===== config.mk =====
export PLATFORM = sky130hd
export DESIGN_NAME = adler_stream_unit
export DESIGN_NICKNAME = d
export VERILOG_FILES = /design/src/rtl/adler_lazy_pkg.sv /design/src/rtl/adler_fold.sv /design/src/rtl/adler_step.sv /design/src/rtl/adler_reduce.sv /design/src/rtl/adler_stream_unit.sv
export SDC_FILE = /design/constraint.sdc
export NUM_CORES = 1
export LEC_CHECK = 0
export ABC_CLOCK_PERIOD_IN_PS = 14010
export BUFFER_PORTS_ARGS = -buffer_cell sky130_fd_sc_hd__buf_2
export CAP_MARGIN = 20
export CELL_PAD_IN_SITES_DETAIL_PLACEMENT = 0
export CELL_PAD_IN_SITES_GLOBAL_PLACEMENT = 1
export CORE_MARGIN = 2
export CORE_UTILIZATION = 54
export DETAILED_ROUTE_END_ITERATION = 12
export PLACE_DENSITY = 0.9
export SLEW_MARGIN = 20
export SYNTH_ARGS = -nofsm -noshare
export SYNTH_HDL_FRONTEND = slang
export SYNTH_SLANG_ARGS = --single-unit

===== constraint.sdc =====
create_clock -name clk -period 14.01 [get_ports clk]
set_input_delay 0.7005 -clock clk [delete_from_list [all_inputs] [get_ports clk]]
set_output_delay 0.7005 -clock clk [all_outputs]
set_load 0.05 [all_outputs]

===== src/rtl/adler_lazy_pkg.sv =====
package adler_lazy_pkg;
    // Default geometry of the engine.
    localparam int ACC_W_DEF  = 32;     // accumulator width
    localparam int HALF_W_DEF = 16;     // width of each checksum half
    localparam int DATA_W_DEF = 8;      // one byte per beat
    localparam int MOD_DEF    = 65521;  // largest prime below 2^16

    // 2^HALF_W modulo the prime: the weight given to the bits above HALF_W by a fold.
    function automatic int fold_weight(input int half_w, input int modulus);
        return (1 << half_w) - modulus;
    endfunction
endpackage


===== src/rtl/adler_fold.sv =====
// Congruent partial reduction: low half plus weight times the high part.
module adler_fold #(
    parameter int W      = 32,
    parameter int HALF_W = 16,
    parameter int WEIGHT = 15
) (
    input  logic [W-1:0] value,
    output logic [W-1:0] folded
);
    localparam logic [W-1:0] WEIGHT_V = W'(WEIGHT);

    logic [W-1:0] low_part;
    logic [W-1:0] high_part;

    always_comb begin
        low_part  = W'(value[HALF_W-1:0]);
        high_part = W'(value[W-1:HALF_W]);
        folded    = low_part + WEIGHT_V * high_part;
    end
endmodule


===== src/rtl/adler_step.sv =====
// One byte of Adler-32 update on lazily reduced sums.
module adler_step #(
    parameter int ACC_W  = 32,
    parameter int HALF_W = 16,
    parameter int DATA_W = 8,
    parameter int WEIGHT = 15
) (
    input  logic [ACC_W-1:0]  a_cur,
    input  logic [ACC_W-1:0]  b_cur,
    input  logic [DATA_W-1:0] data,
    output logic [ACC_W-1:0]  a_next,
    output logic [ACC_W-1:0]  b_next
);
    logic [ACC_W-1:0] a_raw;
    logic [ACC_W-1:0] b_raw;

    always_comb begin
        a_raw = a_cur + ACC_W'(data);
        b_raw = b_cur + a_raw;
    end

    adler_fold #(.W(ACC_W), .HALF_W(HALF_W), .WEIGHT(WEIGHT)) u_fold_a (
        .value  (a_raw),
        .folded (a_next)
    );

    adler_fold #(.W(ACC_W), .HALF_W(HALF_W), .WEIGHT(WEIGHT)) u_fold_b (
        .value  (b_raw),
        .folded (b_next)
    );
endmodule


===== src/rtl/adler_reduce.sv =====
// Exact reduction: two folds, then at most one subtraction of the modulus.
module adler_reduce #(
    parameter int W       = 32,
    parameter int HALF_W  = 16,
    parameter int MODULUS = 65521,
    parameter int WEIGHT  = 15
) (
    input  logic [W-1:0] value,
    output logic [W-1:0] residue
);
    localparam logic [W-1:0] MOD_V = W'(MODULUS);

    logic [W-1:0] first_pass;
    logic [W-1:0] second_pass;

    adler_fold #(.W(W), .HALF_W(HALF_W), .WEIGHT(WEIGHT)) u_pass1 (
        .value  (value),
        .folded (first_pass)
    );

    adler_fold #(.W(W), .HALF_W(HALF_W), .WEIGHT(WEIGHT)) u_pass2 (
        .value  (first_pass),
        .folded (second_pass)
    );

    always_comb begin
        residue = (second_pass >= MOD_V) ? (second_pass - MOD_V) : second_pass;
    end
endmodule


===== src/rtl/adler_stream_unit.sv =====
module adler_stream_unit
    import adler_lazy_pkg::*;
#(
    parameter int ACC_W   = ACC_W_DEF,
    parameter int HALF_W  = HALF_W_DEF,
    parameter int DATA_W  = DATA_W_DEF,
    parameter int MODULUS = MOD_DEF
) (
    input  logic                clk,
    input  logic                rst_n,
    input  logic                clear,
    input  logic                in_valid,
    output logic                in_ready,
    input  logic [DATA_W-1:0]   in_byte,
    input  logic                in_last,
    output logic [2*HALF_W-1:0] sum_out,
    output logic                sum_done
);
    localparam int OUT_W   = 2 * HALF_W;
    localparam int WEIGHT  = fold_weight(HALF_W, MODULUS);
    localparam int LANES   = 2;
    localparam logic [ACC_W-1:0]  ACC_ONE   = ACC_W'(1);
    localparam logic [ACC_W-1:0]  ACC_LIMIT = ACC_ONE << (HALF_W + 1);
    localparam logic [OUT_W-1:0]  EMPTY_SUM = OUT_W'(1);
    localparam logic [HALF_W-1:0] MOD_H     = HALF_W'(MODULUS);

    typedef struct packed {
        logic [ACC_W-1:0] a;       // low sum, lazily reduced
        logic [ACC_W-1:0] b;       // high sum, lazily reduced
        logic             fin;     // last byte taken, exact reduction pending
        logic             done;    // result pulse
        logic [OUT_W-1:0] result;  // registered checksum
    } engine_t;

    engine_t st_q, st_d;

    logic             take;
    logic [ACC_W-1:0] a_step;
    logic [ACC_W-1:0] b_step;
    logic [ACC_W-1:0] lane_in  [LANES];
    logic [ACC_W-1:0] lane_out [LANES];

    assign in_ready = !st_q.fin && !clear;
    assign take     = in_valid && in_ready;
    assign sum_out  = st_q.result;
    assign sum_done = st_q.done;

    adler_step #(
        .ACC_W(ACC_W), .HALF_W(HALF_W), .DATA_W(DATA_W), .WEIGHT(WEIGHT)
    ) u_step (
        .a_cur  (st_q.a),
        .b_cur  (st_q.b),
        .data   (in_byte),
        .a_next (a_step),
        .b_next (b_step)
    );

    assign lane_in[0] = st_q.a;
    assign lane_in[1] = st_q.b;

    generate
        for (genvar g = 0; g < LANES; g++) begin : g_lane
            adler_reduce #(
                .W(ACC_W), .HALF_W(HALF_W), .MODULUS(MODULUS), .WEIGHT(WEIGHT)
            ) u_reduce (
                .value   (lane_in[g]),
                .residue (lane_out[g])
            );
        end
    endgenerate

    always_comb begin
        st_d      = st_q;
        st_d.done = 1'b0;
        if (clear) begin
            st_d.a      = ACC_ONE;
            st_d.b      = '0;
            st_d.fin    = 1'b0;
            st_d.result = EMPTY_SUM;
        end else if (st_q.fin) begin
            st_d.result = {lane_out[1][HALF_W-1:0], lane_out[0][HALF_W-1:0]};
            st_d.done   = 1'b1;
            st_d.fin    = 1'b0;
            st_d.a      = ACC_ONE;
            st_d.b      = '0;
        end else if (take) begin
            st_d.a   = a_step;
            st_d.b   = b_step;
            st_d.fin = in_last;
        end
    end

    always_ff @(posedge clk or negedge rst_n) begin
        if (!rst_n) begin
            st_q.a      <= ACC_ONE;
            st_q.b      <= '0;
            st_q.fin    <= 1'b0;
            st_q.done   <= 1'b0;
            st_q.result <= EMPTY_SUM;
        end else begin
            st_q <= st_d;
        end
    end

    // the lazy sums never grow past 2^17.
    a_r4_acc_bound: assert property (@(posedge clk) disable iff (!rst_n)
        (st_q.a < ACC_LIMIT) && (st_q.b < ACC_LIMIT));

    // the finishing reduction leaves nothing above the low half.
    a_r3_lane_fits: assert property (@(posedge clk) disable iff (!rst_n)
        st_q.fin |-> (lane_out[0][ACC_W-1:HALF_W] == '0) && (lane_out[1][ACC_W-1:HALF_W] == '0));

    // each reported half is below the modulus.
    a_r3_halves_below_mod: assert property (@(posedge clk) disable iff (!rst_n)
        sum_done |-> (sum_out[HALF_W-1:0] < MOD_H) && (sum_out[OUT_W-1:HALF_W] < MOD_H));

    // the done pulse lasts one cycle.
    a_r5_done_single: assert property (@(posedge clk) disable iff (!rst_n)
        sum_done |=> !sum_done);

    // the pulse follows the last byte by one edge unless clear intervenes.
    a_r5_done_timing: assert property (@(posedge clk) disable iff (!rst_n)
        (take && in_last) ##1 !clear |=> sum_done);

    // the result holds between events.
    a_r5_result_hold: assert property (@(posedge clk) disable iff (!rst_n)
        !clear |=> $stable(sum_out) || sum_done);

    // the input stalls right after the last byte.
    a_r6_stall_after_last: assert property (@(posedge clk) disable iff (!rst_n)
        (take && in_last) |=> !in_ready);

    // clear restores the empty checksum and suppresses done.
    a_r8_clear_wins: assert property (@(posedge clk) disable iff (!rst_n)
        clear |=> (sum_out == EMPTY_SUM) && !sum_done);
endmodule


==> flow_metrics.py, run 1 <==
metrics = {
    "global_routing": {
        "grt.met1_usage": 0.329,
        "global_route.usage.total": 0.248,
        "gr-usage-met3": 0.0263,
        "overflow": 0,
        "gr-usage-met2": 0.433,
        "grt_antenna_before_repair": 0,
        "number_of_global_route_vias_before_repair": 9949,
        "grt_pass1_wl_um": 49500,
        "grt_max_degree": 77,
        "grt.busiest_layer": "met2",
    },
    "critical_path": {
        "critPathArrivalTime_ns": 8.99,
        "reg2reg_to": "lane_in[16]",
        "worstPathMaxFanout": 4,
        "critical_path_startpoint_category": "register",
        "crit_slowest_cell": "dfstp_2",
        "r2r_slack_ns": 5.24,
        "slowest_stage_delay_on_critical_path_ns": 0.58,
        "timing.rr.start": "lane_in[32]",
        "timing.setup.critical_path_class": "reg2reg",
        "critPathRequiredTime_ns": 14.23,
        "ff2ff_path_depth": 38,
        "element_type_at_the_critical_path_end": "register",
    },
    "logic_synthesis": {
        "synth_area_per_cell_um2": 8.71,
        "yosys_warnings": 0,
        "synthDominantCellAreaShare": 0.168,
        "synth-async-reset-ratio": 1.00,
        "syn_area_um2": 12800,
        "post_synth_main_area_contributors": "ha_1 17%, fa_1 15%, dfrtp_1 14%",
        "synth.distinct_cells": 92,
        "synth_common_cells": "178 x inv_1, 172 x ha_1, 99 x fa_1",
        "sequential_to_total_area_share_from_yosys_stat": 0.149,
        "number_of_synthesized_flops_with_an_enable_pin": 0,
        "synthCells": 1470,
        "yosysMostFrequentCell": "inv_1",
        "synth_top_flop_cell": "dfrtp_1",
        "synth-seq-cells": 76,
        "synth_largest_area_cell": "ha_1",
    },
    "detailed_routing": {
        "drt_first_iter_violations": 628,
        "detail_route.wl_per_cell_um": 16.0,
        "final_antenna_net_count": 0,
        "first_pass_iters": 7,
        "vias": 10400,
        "drc_errors": 0,
        "detail_route.wirelength_um": 29800,
        "vias_per_cell": 5.59,
    },
    "die": {
        "total_number_of_placement_rows": 56,
        "chipWidth_um": 158,
        "initial_utilization": 0.547,
        "die-height_um": 158,
        "floorplan.io_pins": 47,
        "floorplan.core_area_um2": 23400,
        "floorplan.die_area_um2": 25000,
    },
    "timing": {
        "period_share": 0.626,
        "final_setup_violation_count": 0,
        "timing_worst_slew_pin_value_ns": 0.942,
        "timing.final.max_slew_violations": 0,
        "finClkSkew_ns": 0.0118,
        "timing.final.crit_period_ns": 8.77,
        "setup-tns-final_ns": 0,
        "number_of_hold_violations_in_the_final_report": 0,
        "achievable-frequency_mhz": 114,
        "max_slew_margin": 0.368,
        "grt_setup_unrepaired": "false",
    },
    "pwr": {
        "max-vdd-ir-drop_mv": 0.0977,
        "power.density_nw_per_um2": 196,
        "power.leakage_uw": 0.00700,
        "total_power_uw": 2680,
    },
    "cts": {
        "post_cts_buffers": 0,
        "cts_root_buffer": "clkbuf_16",
        "ctsHoldBuffers": 0,
        "cts-htree-levels": 3,
        "cts-buffers-inserted": 9,
        "clkSinkCount": 76,
        "clk_pin_slew_ns": 0.07,
        "insertion_delay_ns": 0.35,
        "ctsLongestPathBuffers": 2,
        "cts_tree": "built",
        "ctsResizeCount": 0,
    },
    "place": {
        "place.gp.congestion": 0.910,
        "port-buffer-count": 46,
        "dp_hpwl_um": 24500,
    },
    "final_layout": {
        "diodes_inserted": 0,
        "area_growth_pct": 6.73,
        "design.final.nets": 1819,
        "multiInputGateArea_um2": 10100,
        "drive_gt1_frac": 0.0623,
        "ff_latch_area_um2": 1900,
        "nFillCells": 2226,
    },
    "worst_hold_path": {
        "hold_path.class": "in2async",
    },
    "job": {
        "maxCapViolations": 0,
    },
    "status": {
        "outcome": "finished, final reports clean",
    },
}
==> report_power, final <==
| part | switching [uW] | internal [uW] |
|---|---|---|
| combinational | 1220 | 872 |
| sequential | 72.4 | 260 |
| clock | 110 | 141 |
==> logic make-up (layout without fill, tap and decap cells) <==
logic type | Yosys count | count (layout) | share of synthesized area
flops | 76 | 76 | 0.149
fa+ha+maj | 274 | 274 | 0.325
compound gates | 357 | 357 | 0.196
mux | 20 | 20 | 0.0158
simple gates | 370 | 370 | 0.144
other cells | 2 | 69 | 0.000586
buf+inv | 241 | 244 | 0.0802
xor+xnor | 130 | 130 | 0.0889
==> worst max-delay path by stage <==
stage / endpoint / depth (start not counted) / slack [ns] / start
global route: lane_in[16] / 38 / 4.51 / lane_in[32]
finish: lane_in[16] / 38 / 5.24 / lane_in[32]
CTS: lane_in[16] / 38 / 5.25 / lane_in[32]
floorplan: lane_in[16] / 38 / 6.17 / in_byte[0]
global placement: lane_in[16] / 39 / 5.32 / in_byte[0]
detailed placement: lane_in[16] / 39 / 5.12 / in_byte[0]
==> layout make-up <==
cell class	instances	share of cell area
Clock inverter	7	0.00604
Clock buffer	9	0.0165
Timing Repair Buffer	49	0.0189
Tap cell	319	0.0292
Sequential cell	76	0.139
Inverter	179	0.0491
Multi-Input combinational cell	1220	0.741
==> sequential cells by signal, summed over array words and instances, names as in the netlist <==
register / flops
lane_in: 42
sum_out: 32
st_q: 1
sum_done: 1
==> placed cells by master, fill, tap and decap left out, types with 7 or more instances in the layout <==
cell type  count
inv_1        178
ha_1         172
fa_1          99
nor2_1        95
a21oi_1       87
xnor2_1       87
nand2_1       80
dfrtp_1       74
conb_1        69
o21ai_0       61
buf_2         45
xor2_1        43
nor3_1        42
nand3_1       35
o21a_1        26
a21o_1        24
a211oi_1      20
mux2i_1       18
nor2b_1       17
nand2b_1      16
and3_1        15
a31oi_1       14
a22o_1        14
o211ai_1      11
o21bai_1      10
and2_1        10
o31ai_1        9
clkbuf_16      9
or3_1          8
nand3b_1       8
nand4_1        7
or2_2          7
nor3b_1        7
==> layer usage <==
layer	share of wire	up-vias
li1	-	5150
met4	0.019	0
met1	0.46	4989
met3	0.038	31
met5	0	-
met2	0.48	222
==> metrics by stage <==
step           setup WS, ns  hold WS, ns  cells  area [um^2]   util
3_3_place_gp           5.32        0.458   1843        13400  0.571
2_1_floorplan          6.17        0.405   1537        13100      -
4_1_cts                5.25        0.477   1859        13700  0.584
5_1_grt                4.51        0.435   1859        13700  0.584
6_report               5.24        0.361   1859        13700  0.584
3_5_place_dp           5.12        0.462   1843        13400  0.571
==> critical path, delay by kind of cell, from the launching register on <==
family	cells	cell delay, ns
AOI/OAI and AO/OA	18	3.44
xor gates and xnor gates	3	0.69
and+or+nand+nor	6	1.00
DFF	1	0.58
buffers and inverters	4	0.22
adders and majority gates	7	2.73
No activity file was read; power rests on OpenSTA's default activity.
==> run 2: changes to the inputs <==
--- a/config.mk
+++ b/config.mk
@@ -5,15 +5,16 @@
 export SDC_FILE = /design/constraint.sdc
 export NUM_CORES = 1
 export LEC_CHECK = 0
-export ABC_CLOCK_PERIOD_IN_PS = 14010
+export ABC_AREA = 1
+export ABC_CLOCK_PERIOD_IN_PS = 7660
 export BUFFER_PORTS_ARGS = -buffer_cell sky130_fd_sc_hd__buf_2
 export CAP_MARGIN = 20
 export CELL_PAD_IN_SITES_DETAIL_PLACEMENT = 0
 export CELL_PAD_IN_SITES_GLOBAL_PLACEMENT = 1
 export CORE_MARGIN = 2
-export CORE_UTILIZATION = 54
+export CORE_UTILIZATION = 43
 export DETAILED_ROUTE_END_ITERATION = 12
-export PLACE_DENSITY = 0.9
+export PLACE_DENSITY = 0.8
 export SLEW_MARGIN = 20
 export SYNTH_ARGS = -nofsm -noshare
 export SYNTH_HDL_FRONTEND = slang
==> constraint.sdc (replaced) <==
create_clock -name clk -period 7.66 [get_ports clk]
set_input_delay 0.383 -clock clk [delete_from_list [all_inputs] [get_ports clk]]
set_output_delay 0.383 -clock clk [all_outputs]
set_load 0.05 [all_outputs]
==> flow_metrics.py, run 2 <==
metrics = {
    "place": {
        "detailed_place.area_um2": 14000,
        "dp_hpwl_um": 27800,
        "port-buffer-count": 46,
        "post-place-ws_ns": 0.000829,
        "place.gp.congestion": 0.916,
    },
    "final_layout": {
        "multiInputGateArea_um2": 10300,
        "layout_commonest_cell": "nand2_1",
        "ff_latch_area_um2": 1900,
        "largest_register_ffs": 42,
        "post-route-util": 0.482,
        "postLayoutCellArea_um2": 14700,
        "area_growth_pct": 11.1,
        "drive_gt1_frac": 0.108,
        "layout_common_cells": "446 x nand2_1, 327 x inv_1, 164 x ha_1",
        "diodes_inserted": 0,
        "design.final.nets": 2213,
        "nFillCells": 3111,
    },
    "cts": {
        "ctsHoldBuffers": 0,
        "cts-htree-levels": 3,
        "insertion_delay_ns": 0.36,
        "cts_tree": "built",
        "ctsLongestPathBuffers": 2,
        "cts_root_buffer": "clkbuf_16",
        "cts-buffers-inserted": 9,
        "clkSinkCount": 76,
        "clk_pin_slew_ns": 0.07,
    },
    "worst_hold_path": {
        "hold_path.class": "in2async",
    },
    "critical_path": {
        "timing.rr.start": "lane_in[32]",
        "critPathArrivalTime_ns": 7.59,
        "critical_path_startpoint_category": "register",
        "timing.setup.critical_path_class": "reg2reg",
        "slowest_stage_delay_on_critical_path_ns": 0.56,
        "reg2reg_to": "lane_in[10]",
        "ff2ff_path_depth": 38,
        "critPathRequiredTime_ns": 7.90,
        "crit_slowest_cell": "dfstp_2",
        "element_type_at_the_critical_path_end": "register",
        "worstPathMaxFanout": 5,
        "r2r_slack_ns": 0.31,
    },
    "logic_synthesis": {
        "synth.distinct_cells": 60,
        "synth_largest_area_cell": "ha_1",
        "syn_area_um2": 13200,
        "synth_top_flop_cell": "dfrtp_1",
        "sequential_to_total_area_share_from_yosys_stat": 0.144,
        "post_synth_and_or_nand_nor_area_fraction": 0.256,
        "yosysMostFrequentCell": "nand2_1",
        "synthCells": 1833,
        "number_of_synthesized_flops_with_an_enable_pin": 0,
        "synth-seq-cells": 76,
        "post_synth_main_area_contributors": "ha_1 16%, fa_1 15%, dfrtp_1 14%",
        "synth_common_cells": "450 x nand2_1, 328 x inv_1, 172 x ha_1",
        "compound_gate_fraction_of_synth_area": 0.106,
        "main_combinational_cell_family_by_area_after_synthesis": "adder cells",
        "synth-async-reset-ratio": 1.00,
        "synth_xor_xnor_area_share": 0.0570,
        "synth_fa_ha_area_frac": 0.313,
        "synthDominantCellAreaShare": 0.163,
        "yosys_warnings": 0,
        "synth_area_per_cell_um2": 7.20,
        "post_synth_mux_area_share": 0,
    },
    "timing": {
        "max_slew_margin": 0.347,
        "finClkSkew_ns": 0.0168,
        "final_critical_path_setup_slack_ns": 0.308,
        "timing.final.crit_period_ns": 7.35,
        "number_of_hold_violations_in_the_final_report": 0,
        "achievable-frequency_mhz": 136,
        "timing_worst_slew_pin_value_ns": 0.973,
        "final_setup_violation_count": 0,
        "hold_ws_ns": 0.0862,
        "timing.final.max_slew_violations": 0,
        "period_share": 0.960,
    },
    "pwr": {
        "max-vdd-ir-drop_mv": 0.185,
        "power.leakage_uw": 0.00815,
        "power.density_nw_per_um2": 348,
        "total_power_uw": 5100,
    },
    "global_routing": {
        "grt_antenna_before_repair": 0,
        "grt_pass1_wl_um": 53000,
        "global_route.usage.total": 0.208,
        "number_of_global_route_vias_before_repair": 10800,
        "overflow": 0,
        "grt_max_degree": 77,
    },
    "detailed_routing": {
        "detail_route.wl_per_cell_um": 14.0,
        "first_pass_iters": 5,
        "final_antenna_net_count": 0,
        "detail_route.wirelength_um": 32700,
        "top_routing_layer_used": "met4",
        "vias": 11400,
        "met1_length_um": 15100,
        "vias_per_cell": 4.90,
        "wl_met2_um": 15700,
        "detailroute.wirelength.met3_um": 1440,
        "drc_errors": 0,
        "drt_first_iter_violations": 543,
    },
    "die": {
        "floorplan.die_area_um2": 32100,
        "initial_utilization": 0.434,
        "total_number_of_placement_rows": 64,
        "chipWidth_um": 179,
        "floorplan.core_area_um2": 30400,
        "floorplan.io_pins": 47,
        "die-height_um": 179,
    },
    "status": {
        "outcome": "finished, final reports clean",
    },
    "job": {
        "maxCapViolations": 0,
    },
}
==> run 2: how the worst max path moves through the flow <==
stage / from / end / slack (ns)
floorplan: lane_in[32] / lane_in[16] / 0.42
global placement: lane_in[32] / lane_in[16] / 0.20
detailed placement: lane_in[32] / lane_in[16] / 0.0008
CTS: lane_in[32] / lane_in[16] / 0.03
global route: lane_in[32] / lane_in[15] / -0.09
finish: lane_in[32] / lane_in[10] / 0.31
==> run 2: cell type report <==
type | count | area share
flip-flops and latches | 76 | 0.130
well taps | 396 | 0.0338
multi-input cells | 1434 | 0.700
clock buffers | 11 | 0.0166
clock inverters | 5 | 0.00572
repair buffers | 66 | 0.0264
inverters | 342 | 0.0877
==> run 2: kinds of logic (layout without fill, tap and decap cells) <==
| family | count (synthesis) | count (layout) |
|---|---|---|
| simple gates | 768 | 768 |
| buf+inv | 390 | 424 |
| fa+ha+maj | 271 | 271 |
| compound gates | 241 | 241 |
| xor+xnor | 85 | 85 |
| flops | 76 | 76 |
| other cells | 2 | 69 |
==> run 2: report_power, final <==
part,switching (uW),internal (uW),total (uW)
registers,115,475,591
clock network,185,296,481
logic,2550,1480,4030
total,2850,2250,5100
==> run 2: what timing repair did <==
item	4_1_cts	5_1_grt
buffers inserted	0	5
hold endpoints to repair	0	0
endpoints found under the setup margin	1	13
gates resized for setup	5	59
pin swaps	1	16
==> run 2: critical path: cells and delay by family (launching register included) <==
family / cells / cell delay [ns]
fa+ha+maj: 7 / 2.63
simple gates: 15 / 1.74
compound gates: 10 / 1.67
flops: 1 / 0.56
xor+xnor: 2 / 0.38
buf+inv: 4 / 0.26
==> run 2: metrics by stage <==
| step | std cells | TNS, ns |
|---|---|---|
| 4_1_cts | 2325 | 0 |
| 3_5_place_dp | 2309 | 0 |
| 6_report | 2330 | 0 |
| 5_1_grt | 2330 | -0.384 |
| 3_3_place_gp | 2309 | 0 |
| 2_1_floorplan | 1900 | 0 |
==> run 2: routing by layer <==
layer / vias up / GRT usage
met4: 0 / 0.0454
met3: 28 / 0.0263
met2: 205 / 0.359
li1: 5922 / -
met5: - / 0
met1: 5269 / 0.278
==> run 3: changes to the inputs <==
--- a/config.mk
+++ b/config.mk
@@ -15,6 +15,8 @@
 export CORE_UTILIZATION = 43
 export DETAILED_ROUTE_END_ITERATION = 12
 export PLACE_DENSITY = 0.8
+export REMOVE_ABC_BUFFERS = 1
+export SKIP_LAST_GASP = 1
 export SLEW_MARGIN = 20
 export SYNTH_ARGS = -nofsm -noshare
 export SYNTH_HDL_FRONTEND = slang
==> flow_metrics.py, run 3 (synthesis results as in run 2) <==
metrics = {
    "status": {
        "outcome": "finished, final reports clean",
    },
    "timing": {
        "grt_setup_unrepaired": "true",
        "timing_worst_slew_pin_value_ns": 0.956,
        "final_critical_path_setup_slack_ns": 0.333,
        "achievable-frequency_mhz": 136,
        "max_slew_margin": 0.359,
        "hold_ws_ns": 0.237,
        "number_of_hold_violations_in_the_final_report": 0,
        "setup-tns-final_ns": 0,
        "timing.final.max_slew_violations": 0,
        "timing.final.crit_period_ns": 7.33,
        "period_share": 0.957,
        "final_setup_violation_count": 0,
        "finClkSkew_ns": 0.00858,
    },
    "cts": {
        "cts-htree-levels": 3,
        "insertion_delay_ns": 0.36,
        "cts_root_buffer": "clkbuf_16",
        "cts_tree": "built",
        "clk_pin_slew_ns": 0.07,
        "cts-buffers-inserted": 9,
        "clkSinkCount": 76,
        "ctsLongestPathBuffers": 2,
    },
    "die": {
        "chipWidth_um": 179,
        "die-height_um": 179,
        "floorplan.core_area_um2": 30400,
        "total_number_of_placement_rows": 64,
        "floorplan.io_pins": 47,
        "initial_utilization": 0.434,
        "floorplan.die_area_um2": 32100,
    },
    "global_routing": {
        "gr-usage-met3": 0.0191,
        "grt_antenna_before_repair": 0,
        "gr-usage-met2": 0.375,
        "grt_pass1_wl_um": 54900,
        "number_of_global_route_vias_before_repair": 11000,
        "grt.busiest_layer": "met2",
        "global_route.usage.total": 0.215,
        "grt_max_degree": 53,
        "grt.met1_usage": 0.291,
        "overflow": 0,
    },
    "place": {
        "place.gp.congestion": 0.898,
        "port-buffer-count": 46,
        "dp_hpwl_um": 28500,
        "place.detailed.instances": 2312,
        "post-place-ws_ns": 0.0408,
    },
    "critical_path": {
        "critPathRequiredTime_ns": 7.91,
        "slowest_stage_delay_on_critical_path_ns": 0.56,
        "r2r_slack_ns": 0.33,
        "crit_slowest_cell": "dfstp_2",
        "critical_path_startpoint_category": "register",
        "critPathArrivalTime_ns": 7.58,
        "worstPathMaxFanout": 5,
        "reg2reg_to": "lane_in[16]",
        "timing.setup.critical_path_class": "reg2reg",
        "ff2ff_path_depth": 38,
        "timing.rr.start": "lane_in[32]",
        "crit_top_cell": "nand2_1",
        "element_type_at_the_critical_path_end": "register",
    },
    "final_layout": {
        "layout_commonest_cell": "nand2_1",
        "diodes_inserted": 0,
        "largest_register_ffs": 42,
        "drive_gt1_frac": 0.110,
        "design.final.nets": 2217,
        "area_growth_pct": 10.7,
        "nFillCells": 3112,
        "post_layout_nonfiller_instances": 2334,
        "layout_common_cells": "444 x nand2_1, 327 x inv_1, 163 x ha_1",
    },
    "pwr": {
        "max-vdd-ir-drop_mv": 0.188,
        "total_power_uw": 5000,
        "power.density_nw_per_um2": 342,
        "power.leakage_uw": 0.00815,
    },
    "detailed_routing": {
        "detail_route.wirelength_um": 33200,
        "drt_first_iter_violations": 652,
        "final_antenna_net_count": 0,
        "vias_per_cell": 4.91,
        "drc_errors": 0,
        "first_pass_iters": 5,
        "vias": 11500,
        "detail_route.wl_per_cell_um": 14.2,
    },
    "worst_hold_path": {
        "hold_path.class": "in2reg",
        "hold_path_depth": 3,
        "hold_path_end": "st_q[33]",
        "min_from": "in_last",
    },
    "job": {
        "maxCapViolations": 0,
    },
}
==> run 3: area by class of cell <==
type | instances | area, um^2 | share of cell area
Timing Repair Buffer | 70 | 419 | 0.0287
Clock inverter | 7 | 63.8 | 0.00437
Clock buffer | 9 | 225 | 0.0154
Multi-Input combinational cell | 1434 | 10200 | 0.699
Inverter | 342 | 1280 | 0.0880
Sequential cell | 76 | 1900 | 0.130
Tap cell | 396 | 495 | 0.0339
==> run 3: per-layer routing <==
layer | part of all wire | up-vias | wire [um]
met5 | 0 | - | 0
met4 | 0.012 | 0 | 390
met3 | 0.030 | 25 | 1010
met2 | 0.48 | 175 | 15800
met1 | 0.48 | 5328 | 16000
li1 | - | 5927 | -
==> run 3: worst max path at each step <==
stage / startpoint / to / cells past startpoint
6_report: lane_in[32] / lane_in[16] / 38
5_1_grt: lane_in[32] / lane_in[15] / 41
4_1_cts: lane_in[32] / lane_in[16] / 39
3_5_place_dp: lane_in[32] / lane_in[16] / 39
3_3_place_gp: lane_in[32] / lane_in[16] / 39
2_1_floorplan: lane_in[32] / lane_in[16] / 40
==> run 3: power breakdown <==
group / total (uW) / switching [uW] / internal [uW]
Sequential: 595 / 120 / 475
Combinational: 3970 / 2520 / 1450
Clock: 430 / 203 / 227
==> run 3: critical path: cells and delay by family (launching register included) <==
kind / cells / cell delay, ns
fa+ha+maj: 7 / 2.63
simple gates: 14 / 1.62
compound gates: 12 / 1.78
buf+inv: 3 / 0.15
xor+xnor: 2 / 0.45
flops: 1 / 0.56
==> run 3: timing repair <==
action | 4_1_cts | 5_1_grt
resized for setup | 0 | 61
setup buffers | 0 | 5
hold endpoints to repair | 24 | 0
endpoints found under the setup margin | 0 | 11
hold buffers | 1 | 0
==> run 3: through the flow <==
stage	util	area [um^2]
final	0.480	14600
after global routing	0.480	14600
after CTS	0.469	14300
after detailed placement	0.460	14000
after global placement	0.460	14000
after floorplan	-	13100
